File: src/rtl/flc_pkg.sv
package flc_pkg;
  localparam int unsigned BUS_W = 32;

  localparam logic [7:0] OFF_ADDR = 8'h00;
  localparam logic [7:0] OFF_DIV  = 8'h04;
  localparam logic [7:0] OFF_CTRL = 8'h08;
  localparam logic [7:0] OFF_INTR = 8'h24;
  localparam logic [7:0] OFF_DATA = 8'h30;

  localparam logic [3:0] KEY_OPEN = 4'h2;
  localparam logic [3:0] KEY_SHUT = 4'h3;
  localparam logic [7:0] CODE_PAGE = 8'h55;
  localparam logic [7:0] CODE_MASS = 8'hAA;

  // control field positions
  localparam int unsigned CB_PROG = 0;
  localparam int unsigned CB_MASS = 1;
  localparam int unsigned CB_PAGE = 2;
  localparam int unsigned CB_BUSY = 24;

  // interrupt field positions
  localparam int unsigned IB_DONE   = 0;
  localparam int unsigned IB_FAIL   = 1;
  localparam int unsigned IB_DONEIE = 8;
  localparam int unsigned IB_FAILIE = 9;

  typedef enum logic [1:0] {OP_NONE, OP_PROG, OP_PAGE, OP_MASS} op_e;
endpackage

File: src/rtl/flc_tick_div.sv
module flc_tick_div #(
  parameter int unsigned DIV_W = 8
) (
  input  logic             clk,
  input  logic             rst_n,
  input  logic             run,
  input  logic [DIV_W-1:0] div,
  output logic             tick
);
  logic [DIV_W-1:0] cnt;
  logic [DIV_W-1:0] last;

  // a divider of zero behaves as one
  assign last = (div == '0) ? '0 : div - DIV_W'(1);
  assign tick = run && (cnt == last);

  always_ff @(posedge clk) begin
    if (!rst_n)              cnt <= '0;
    else if (!run || tick)   cnt <= '0;
    else                     cnt <= cnt + DIV_W'(1);
  end
endmodule

File: src/rtl/flc_op_seq.sv
module flc_op_seq
  import flc_pkg::*;
#(
  parameter int unsigned PROG_TICKS = 3,
  parameter int unsigned PAGE_TICKS = 5,
  parameter int unsigned MASS_TICKS = 7
) (
  input  logic       clk,
  input  logic       rst_n,
  input  logic [2:0] cmd,
  input  logic [3:0] key,
  input  logic [7:0] code,
  input  logic       dbg_en,
  input  logic       tick,
  output logic       busy,
  output op_e        op,
  output logic       start,
  output logic       finish,
  output logic       reject
);
  localparam int unsigned MAX_PE = (PROG_TICKS > PAGE_TICKS) ? PROG_TICKS : PAGE_TICKS;
  localparam int unsigned MAX_T  = (MAX_PE > MASS_TICKS) ? MAX_PE : MASS_TICKS;
  localparam int unsigned TW     = (MAX_T < 2) ? 1 : $clog2(MAX_T + 1);

  logic          pending;
  op_e           sel;
  logic          ok;
  logic [TW-1:0] len;
  logic [TW-1:0] tcnt;

  assign pending = (|cmd) && !busy;

  always_comb begin
    if (cmd[CB_MASS])      sel = OP_MASS;
    else if (cmd[CB_PAGE]) sel = OP_PAGE;
    else if (cmd[CB_PROG]) sel = OP_PROG;
    else                   sel = OP_NONE;
  end

  always_comb begin
    ok = 1'b0;
    if (key == KEY_OPEN) begin
      unique case (sel)
        OP_PROG: ok = 1'b1;
        OP_PAGE: ok = (code == CODE_PAGE);
        OP_MASS: ok = (code == CODE_MASS) && dbg_en;
        default: ok = 1'b0;
      endcase
    end
  end

  always_comb begin
    unique case (op)
      OP_PAGE: len = TW'(PAGE_TICKS);
      OP_MASS: len = TW'(MASS_TICKS);
      default: len = TW'(PROG_TICKS);
    endcase
  end

  assign start  = pending && ok;
  assign reject = pending && !ok;
  assign finish = busy && tick && (tcnt == len - TW'(1));

  always_ff @(posedge clk) begin
    if (!rst_n) begin
      busy <= 1'b0;
      op   <= OP_NONE;
      tcnt <= '0;
    end else if (start) begin
      busy <= 1'b1;
      op   <= sel;
      tcnt <= '0;
    end else if (finish) begin
      busy <= 1'b0;
      op   <= OP_NONE;
      tcnt <= '0;
    end else if (busy && tick) begin
      tcnt <= tcnt + TW'(1);
    end
  end
endmodule

File: src/rtl/flash_cmd_frontend.sv
module flash_cmd_frontend
  import flc_pkg::*;
#(
  parameter int unsigned OFF_W      = 8,
  parameter int unsigned DIV_W      = 8,
  parameter logic [7:0]  DIV_RST    = 8'h64,
  parameter int unsigned PROG_TICKS = 3,
  parameter int unsigned PAGE_TICKS = 5,
  parameter int unsigned MASS_TICKS = 7
) (
  input  logic             clk,
  input  logic             rst_n,
  input  logic             bus_wr,
  input  logic             bus_rd,
  input  logic [OFF_W-1:0] bus_off,
  input  logic [31:0]      bus_wdata,
  output logic [31:0]      bus_rdata,
  input  logic             dbg_en,
  output logic             irq,
  output logic             busy,
  output logic [31:0]      flash_addr,
  output logic [31:0]      flash_data,
  output logic             flash_prog,
  output logic             flash_page_erase,
  output logic             flash_mass_erase
);
  logic [31:0]      addr_q, data_q;
  logic [DIV_W-1:0] div_q;
  logic [3:0]       key_q;
  logic [7:0]       code_q;
  logic [2:0]       cmd_q;
  logic             done_q, fail_q, done_ie, fail_ie;

  logic tick, start, finish, reject;
  op_e  op;

  flc_tick_div #(.DIV_W(DIV_W)) u_div (
    .clk(clk), .rst_n(rst_n), .run(busy), .div(div_q), .tick(tick)
  );

  flc_op_seq #(
    .PROG_TICKS(PROG_TICKS), .PAGE_TICKS(PAGE_TICKS), .MASS_TICKS(MASS_TICKS)
  ) u_seq (
    .clk(clk), .rst_n(rst_n), .cmd(cmd_q), .key(key_q), .code(code_q),
    .dbg_en(dbg_en), .tick(tick), .busy(busy), .op(op),
    .start(start), .finish(finish), .reject(reject)
  );

  // decode
  logic blocked, hit_addr, hit_div, hit_ctrl, hit_intr, hit_data, late_cmd;
  assign blocked  = busy || (|cmd_q);
  assign hit_addr = bus_wr && (bus_off == OFF_W'(OFF_ADDR));
  assign hit_div  = bus_wr && (bus_off == OFF_W'(OFF_DIV));
  assign hit_ctrl = bus_wr && (bus_off == OFF_W'(OFF_CTRL));
  assign hit_intr = bus_wr && (bus_off == OFF_W'(OFF_INTR));
  assign hit_data = bus_wr && (bus_off == OFF_W'(OFF_DATA));
  assign late_cmd = hit_ctrl && blocked && (|bus_wdata[2:0]);

  always_ff @(posedge clk) begin
    if (!rst_n) begin
      addr_q <= '0;
      data_q <= '0;
      div_q  <= DIV_W'(DIV_RST);
    end else if (!blocked) begin
      if (hit_addr) addr_q <= bus_wdata;
      if (hit_data) data_q <= bus_wdata;
      if (hit_div)  div_q  <= bus_wdata[DIV_W-1:0];
    end
  end

  always_ff @(posedge clk) begin
    if (!rst_n) begin
      key_q  <= KEY_SHUT;
      code_q <= '0;
      cmd_q  <= '0;
    end else if (reject || finish) begin
      cmd_q  <= '0;
      code_q <= '0;
    end else if (hit_ctrl && !blocked) begin
      key_q  <= bus_wdata[31:28];
      code_q <= bus_wdata[15:8];
      cmd_q  <= bus_wdata[2:0];
    end
  end

  // hardware sets take precedence over software clears
  always_ff @(posedge clk) begin
    if (!rst_n) begin
      done_q  <= 1'b0;
      fail_q  <= 1'b0;
      done_ie <= 1'b0;
      fail_ie <= 1'b0;
    end else begin
      if (finish)        done_q <= 1'b1;
      else if (hit_intr) done_q <= done_q & bus_wdata[IB_DONE];
      if (reject || late_cmd) fail_q <= 1'b1;
      else if (hit_intr)      fail_q <= fail_q & bus_wdata[IB_FAIL];
      if (hit_intr) begin
        done_ie <= bus_wdata[IB_DONEIE];
        fail_ie <= bus_wdata[IB_FAILIE];
      end
    end
  end

  logic [31:0] rmux;
  always_comb begin
    rmux = '0;
    if (bus_off == OFF_W'(OFF_ADDR)) rmux = addr_q;
    else if (bus_off == OFF_W'(OFF_DATA)) rmux = data_q;
    else if (bus_off == OFF_W'(OFF_DIV)) rmux[DIV_W-1:0] = div_q;
    else if (bus_off == OFF_W'(OFF_CTRL)) begin
      rmux[31:28]   = key_q;
      rmux[CB_BUSY] = busy;
      rmux[15:8]    = code_q;
      rmux[2:0]     = cmd_q;
    end else if (bus_off == OFF_W'(OFF_INTR)) begin
      rmux[IB_DONE]   = done_q;
      rmux[IB_FAIL]   = fail_q;
      rmux[IB_DONEIE] = done_ie;
      rmux[IB_FAILIE] = fail_ie;
    end
  end

  always_ff @(posedge clk) begin
    if (!rst_n)      bus_rdata <= '0;
    else if (bus_rd) bus_rdata <= rmux;
  end

  assign irq              = (done_q && done_ie) || (fail_q && fail_ie);
  assign flash_addr       = addr_q;
  assign flash_data       = data_q;
  assign flash_prog       = (op == OP_PROG);
  assign flash_page_erase = (op == OP_PAGE);
  assign flash_mass_erase = (op == OP_MASS);
endmodule

File: config.mk
export PLATFORM = sky130hd
export DESIGN_NAME = flash_cmd_frontend
export DESIGN_NICKNAME = d
export VERILOG_FILES = /design/src/rtl/flc_pkg.sv /design/src/rtl/flc_tick_div.sv /design/src/rtl/flc_op_seq.sv /design/src/rtl/flash_cmd_frontend.sv
export SDC_FILE = /design/constraint.sdc
export NUM_CORES = 1
export LEC_CHECK = 0
export BUFFER_PORTS_ARGS = -buffer_cell sky130_fd_sc_hd__buf_2
export CORE_UTILIZATION = 54
export DETAILED_ROUTE_END_ITERATION = 10
export PLACE_DENSITY = 0.8
export REMOVE_ABC_BUFFERS = 1
export SYNTH_ARGS = -nofsm -noshare
export SYNTH_HDL_FRONTEND = slang
export SYNTH_HIERARCHICAL = 1
export SYNTH_SLANG_ARGS = --single-unit
File: constraint.sdc
create_clock -name clk -period 4.1 [get_ports clk]
set_input_delay 1.23 -clock clk [delete_from_list [all_inputs] [get_ports clk]]
set_output_delay 1.23 -clock clk [all_outputs]
set_load 0.02 [all_outputs]
==> flow_metrics.py <==
metrics = {
    "drt": {
        "routed_wl_mm": 18.9,
        "drt_iter0_drc": 610,
        "via_count": 6172,
        "routed_via_density": 6.05,
        "ant_nets": 0,
        "drtPass1Iterations": 5,
        "wl_met1_mm": 7.76,
        "route.met2.wl_mm": 8.98,
        "drc": 0,
        "top_layer": "met4",
        "wl_met3_mm": 1.62,
        "wl_per_cell_um": 18.5,
    },
    "finish": {
        "finalInstanceArea_mm2": 0.00777,
        "n_antenna_cell": 0,
        "multi_input_comb_area_mm2": 0.00338,
        "seq_area_mm2": 0.00274,
        "fill_cells": 954,
        "areaGrowthSynthToFinish_pct": 21.9,
        "instances_no_fill": 1020,
        "fin_nets": 913,
        "drive_gt1_frac": 0.239,
    },
    "die": {
        "num_rows": 39,
        "die_w_um": 111,
        "die_area_mm2": 0.0122,
        "die_y_um": 111,
        "core_area_mm2": 0.0115,
        "ios": 146,
        "start_util": 0.556,
    },
    "synthesis": {
        "yosys.area.top_type": "dfxtp_1",
        "ys.flop_type": "dfxtp_1",
        "synth_seq_cells": 137,
        "netlist_area_mm2": 0.00638,
        "synth_area_per_cell_um2": 8.66,
        "yosys.area.top_type_share": 0.430,
        "async_flop_share": 0,
        "synthTopCellsByCount": "nand2_1 (166), dfxtp_1 (137), a21boi_1 (51)",
        "ys_warn_count": 6,
        "synthCells": 736,
        "yosys-top-cells-area": "dfxtp_1 (43%), nand2_1 (9.8%), a21boi_1 (6.0%)",
        "synthMostInstantiatedCell": "nand2_1",
        "synth-edff-count": 0,
        "yosysUniqueCellTypes": 73,
        "yosysSeqAreaShare": 0.430,
    },
    "critical_path": {
        "reg2reg_setup_slack_ns": 0.34,
        "critical_path_arrival_ns": 4.04,
        "worstSetupPathType": "reg2reg",
        "cp_cell_sequence": "inv_1, ha_1, nor3b_1, nand2_1, a211o_1, a2111oi_4, and3_1, nand2_1, nor3_1, nor2_1, nand2_1, a21oi_1",
        "critPathMostFrequentCell": "nand2_1",
        "r2r_end": "code_q[6]",
        "start_kind": "flop",
        "crit_slowest_cell": "nor3_1",
        "crit_family": "simple AND/OR/NAND/NOR gates",
        "path_buf_inv": 1,
        "worstSetupStartpoint": "div_q[0]",
        "endpoint": "code_q[6]",
        "worstRegToRegCells": 12,
        "crit_required_ns": 4.39,
        "end_kind": "flop",
        "cp_max_fo": 11,
        "cp.depth": 12,
        "r2r-start": "div_q[0]",
        "max_stage_delay_ns": 0.46,
    },
    "power": {
        "pwr_density_cell_mw_per_mm2": 389,
        "p_leak_uw": 0.00315,
        "peakVddDrop_mv": 0.303,
    },
    "clock_tree": {
        "ctsRootBufferMaster": "clkbuf_16",
        "cts_resized": 0,
        "postCtsHoldBufs": 0,
        "clk_latency_ns": 0.42,
        "cts_buffers": 17,
        "clock_path_buffers": 2,
        "htree_levels": 4,
        "clock_sinks": 137,
        "postCtsSetupBuffers": 0,
        "cts_tree": "built",
        "clkTransAtPathRegs_ns": 0.06,
    },
    "global_routing": {
        "antenna_found_initial": 0,
        "grt_overflow": 0,
        "grt_pass1_vias": 6090,
        "grt_max_degree": 42,
        "grtUsageTotal": 0.316,
        "grt_pass1_wl_mm": 30.7,
    },
    "timing": {
        "finalHoldViolCount": 0,
        "clock_skew_ns": 0.00689,
        "holdWs_ns": 0.446,
        "min_period_over_period": 0.916,
        "finalSetupViolCount": 0,
        "fin_setup_tns_ns": 0,
        "worstMarginPinSlew_ns": 0.798,
        "max-slew-margin-rel": 0.464,
        "fmax_mhz": 266,
        "rsz0062_at_grt": "no",
        "fin_crit_ns": 3.76,
        "finalMaxSlewViolations": 0,
    },
    "place": {
        "dpl_cell_area_mm2": 0.00719,
        "place_inst": 989,
        "gp_congestion": 0.903,
        "io_buffers": 145,
        "dp.final_hpwl_mm": 12.8,
    },
    "run": {
        "maxCapViolCount": 0,
    },
    "outcome": {
        "status": "finished clean",
    },
    "min_path": {
        "hold_path.class": "reg2reg",
        "whs_path_depth": 2,
    },
}
-- per-layer routing --
metal / up-vias / GRT usage
met5: - / 0
met4: 0 / 0.140
met3: 41 / 0.0858
met2: 287 / 0.535
met1: 2959 / 0.373
li1: 2885 / -
-- area by class of cell --
cell class | instances | share of cell area
multi-input combinational | 540 | 0.435
sequential | 137 | 0.353
tap | 143 | 0.0230
timing repair buffer | 162 | 0.110
inverter | 7 | 0.00338
clock buffer | 24 | 0.0607
clock inverter | 7 | 0.0150
-- report_power, final --
group          total, µW  internal, µW  switching [µW]
Combinational        135          47.2            87.8
Clock               1550           985             561
Sequential          1340          1340            4.05
Total               3020          2370             653
-- kinds of logic after synthesis --
family,Yosys count,synth area share
buffers and inverters,59,0.0404
and+or+nand+nor,293,0.226
xor gates and xnor gates,16,0.0220
AOI/OAI and AO/OA,213,0.252
muxes,15,0.0237
adders and majority gates,3,0.00589
DFF,137,0.430
-- worst register-to-register path: stages (launching register included) --
cell       delay, ns
dfxtp_1         0.36
inv_1           0.12
ha_1            0.33
nor3b_1         0.43
nand2_1         0.18
a211o_1         0.34
a2111oi_4       0.36
and3_1          0.22
nand2_1         0.17
nor3_1          0.46
nor2_1          0.19
nand2_1         0.35
a21oi_1         0.11
-- through the flow --
stage	worst slack (ns)	util	power (µW)
final	0.343	0.678	3020
after global routing	0.0762	0.678	3100
after CTS	0.372	0.678	3020
after detailed placement	0.404	0.627	1500
after global placement	0.569	0.627	1500
after floorplan	0.236	-	1420
-- state kept, by name, summed over array words and instances, names as in the netlist --
| register | flops |
|---|---|
| u_seq/op | 2 |
| key_q | 4 |
| fail_q | 1 |
| bus_rdata | 32 |
| u_div/cnt | 8 |
| cmd_q | 3 |
| fail_ie | 1 |
| flash_data | 32 |
| flash_addr | 32 |
| div_q | 8 |
| code_q | 8 |
| done_ie | 1 |
| done_q | 1 |
| u_seq/busy | 1 |
| u_seq/tcnt | 3 |
-- cell usage in the layout (no fill, tap or decap), drive strengths merged, types with 4 or more instances in the layout --
master and instances:
a22oi 11, nor3 9, o2bb2ai 11, a211oi 10
o41ai 4, a21boi 68, nor2b 14, o311ai 4
mux2i 14, a22o 12, o31ai 4, or2 5
nor3b 4, a2111oi 4, and2 13, inv 7
nand3 18, nand4 4, a21o 4, o21ai 23
xnor2 7, xor2 9, and3 4, buf 162
nor2 29, a31oi 6, clkbuf 24, dfxtp 137
a221oi 12, a21oi 23, nor4 4, nand2 167
-- worst min-delay path by stage --
stage,startpoint,slack (ns),end
floorplan,code_q[0],0.45,code_q[0]
global placement,bus_rdata[3],0.43,bus_rdata[3]
detailed placement,bus_rdata[2],0.44,bus_rdata[2]
CTS,bus_rdata[2],0.45,bus_rdata[2]
global route,bus_rdata[5],0.47,bus_rdata[5]
finish,bus_rdata[2],0.45,bus_rdata[2]
No activity file was read; power rests on OpenSTA's default activity.
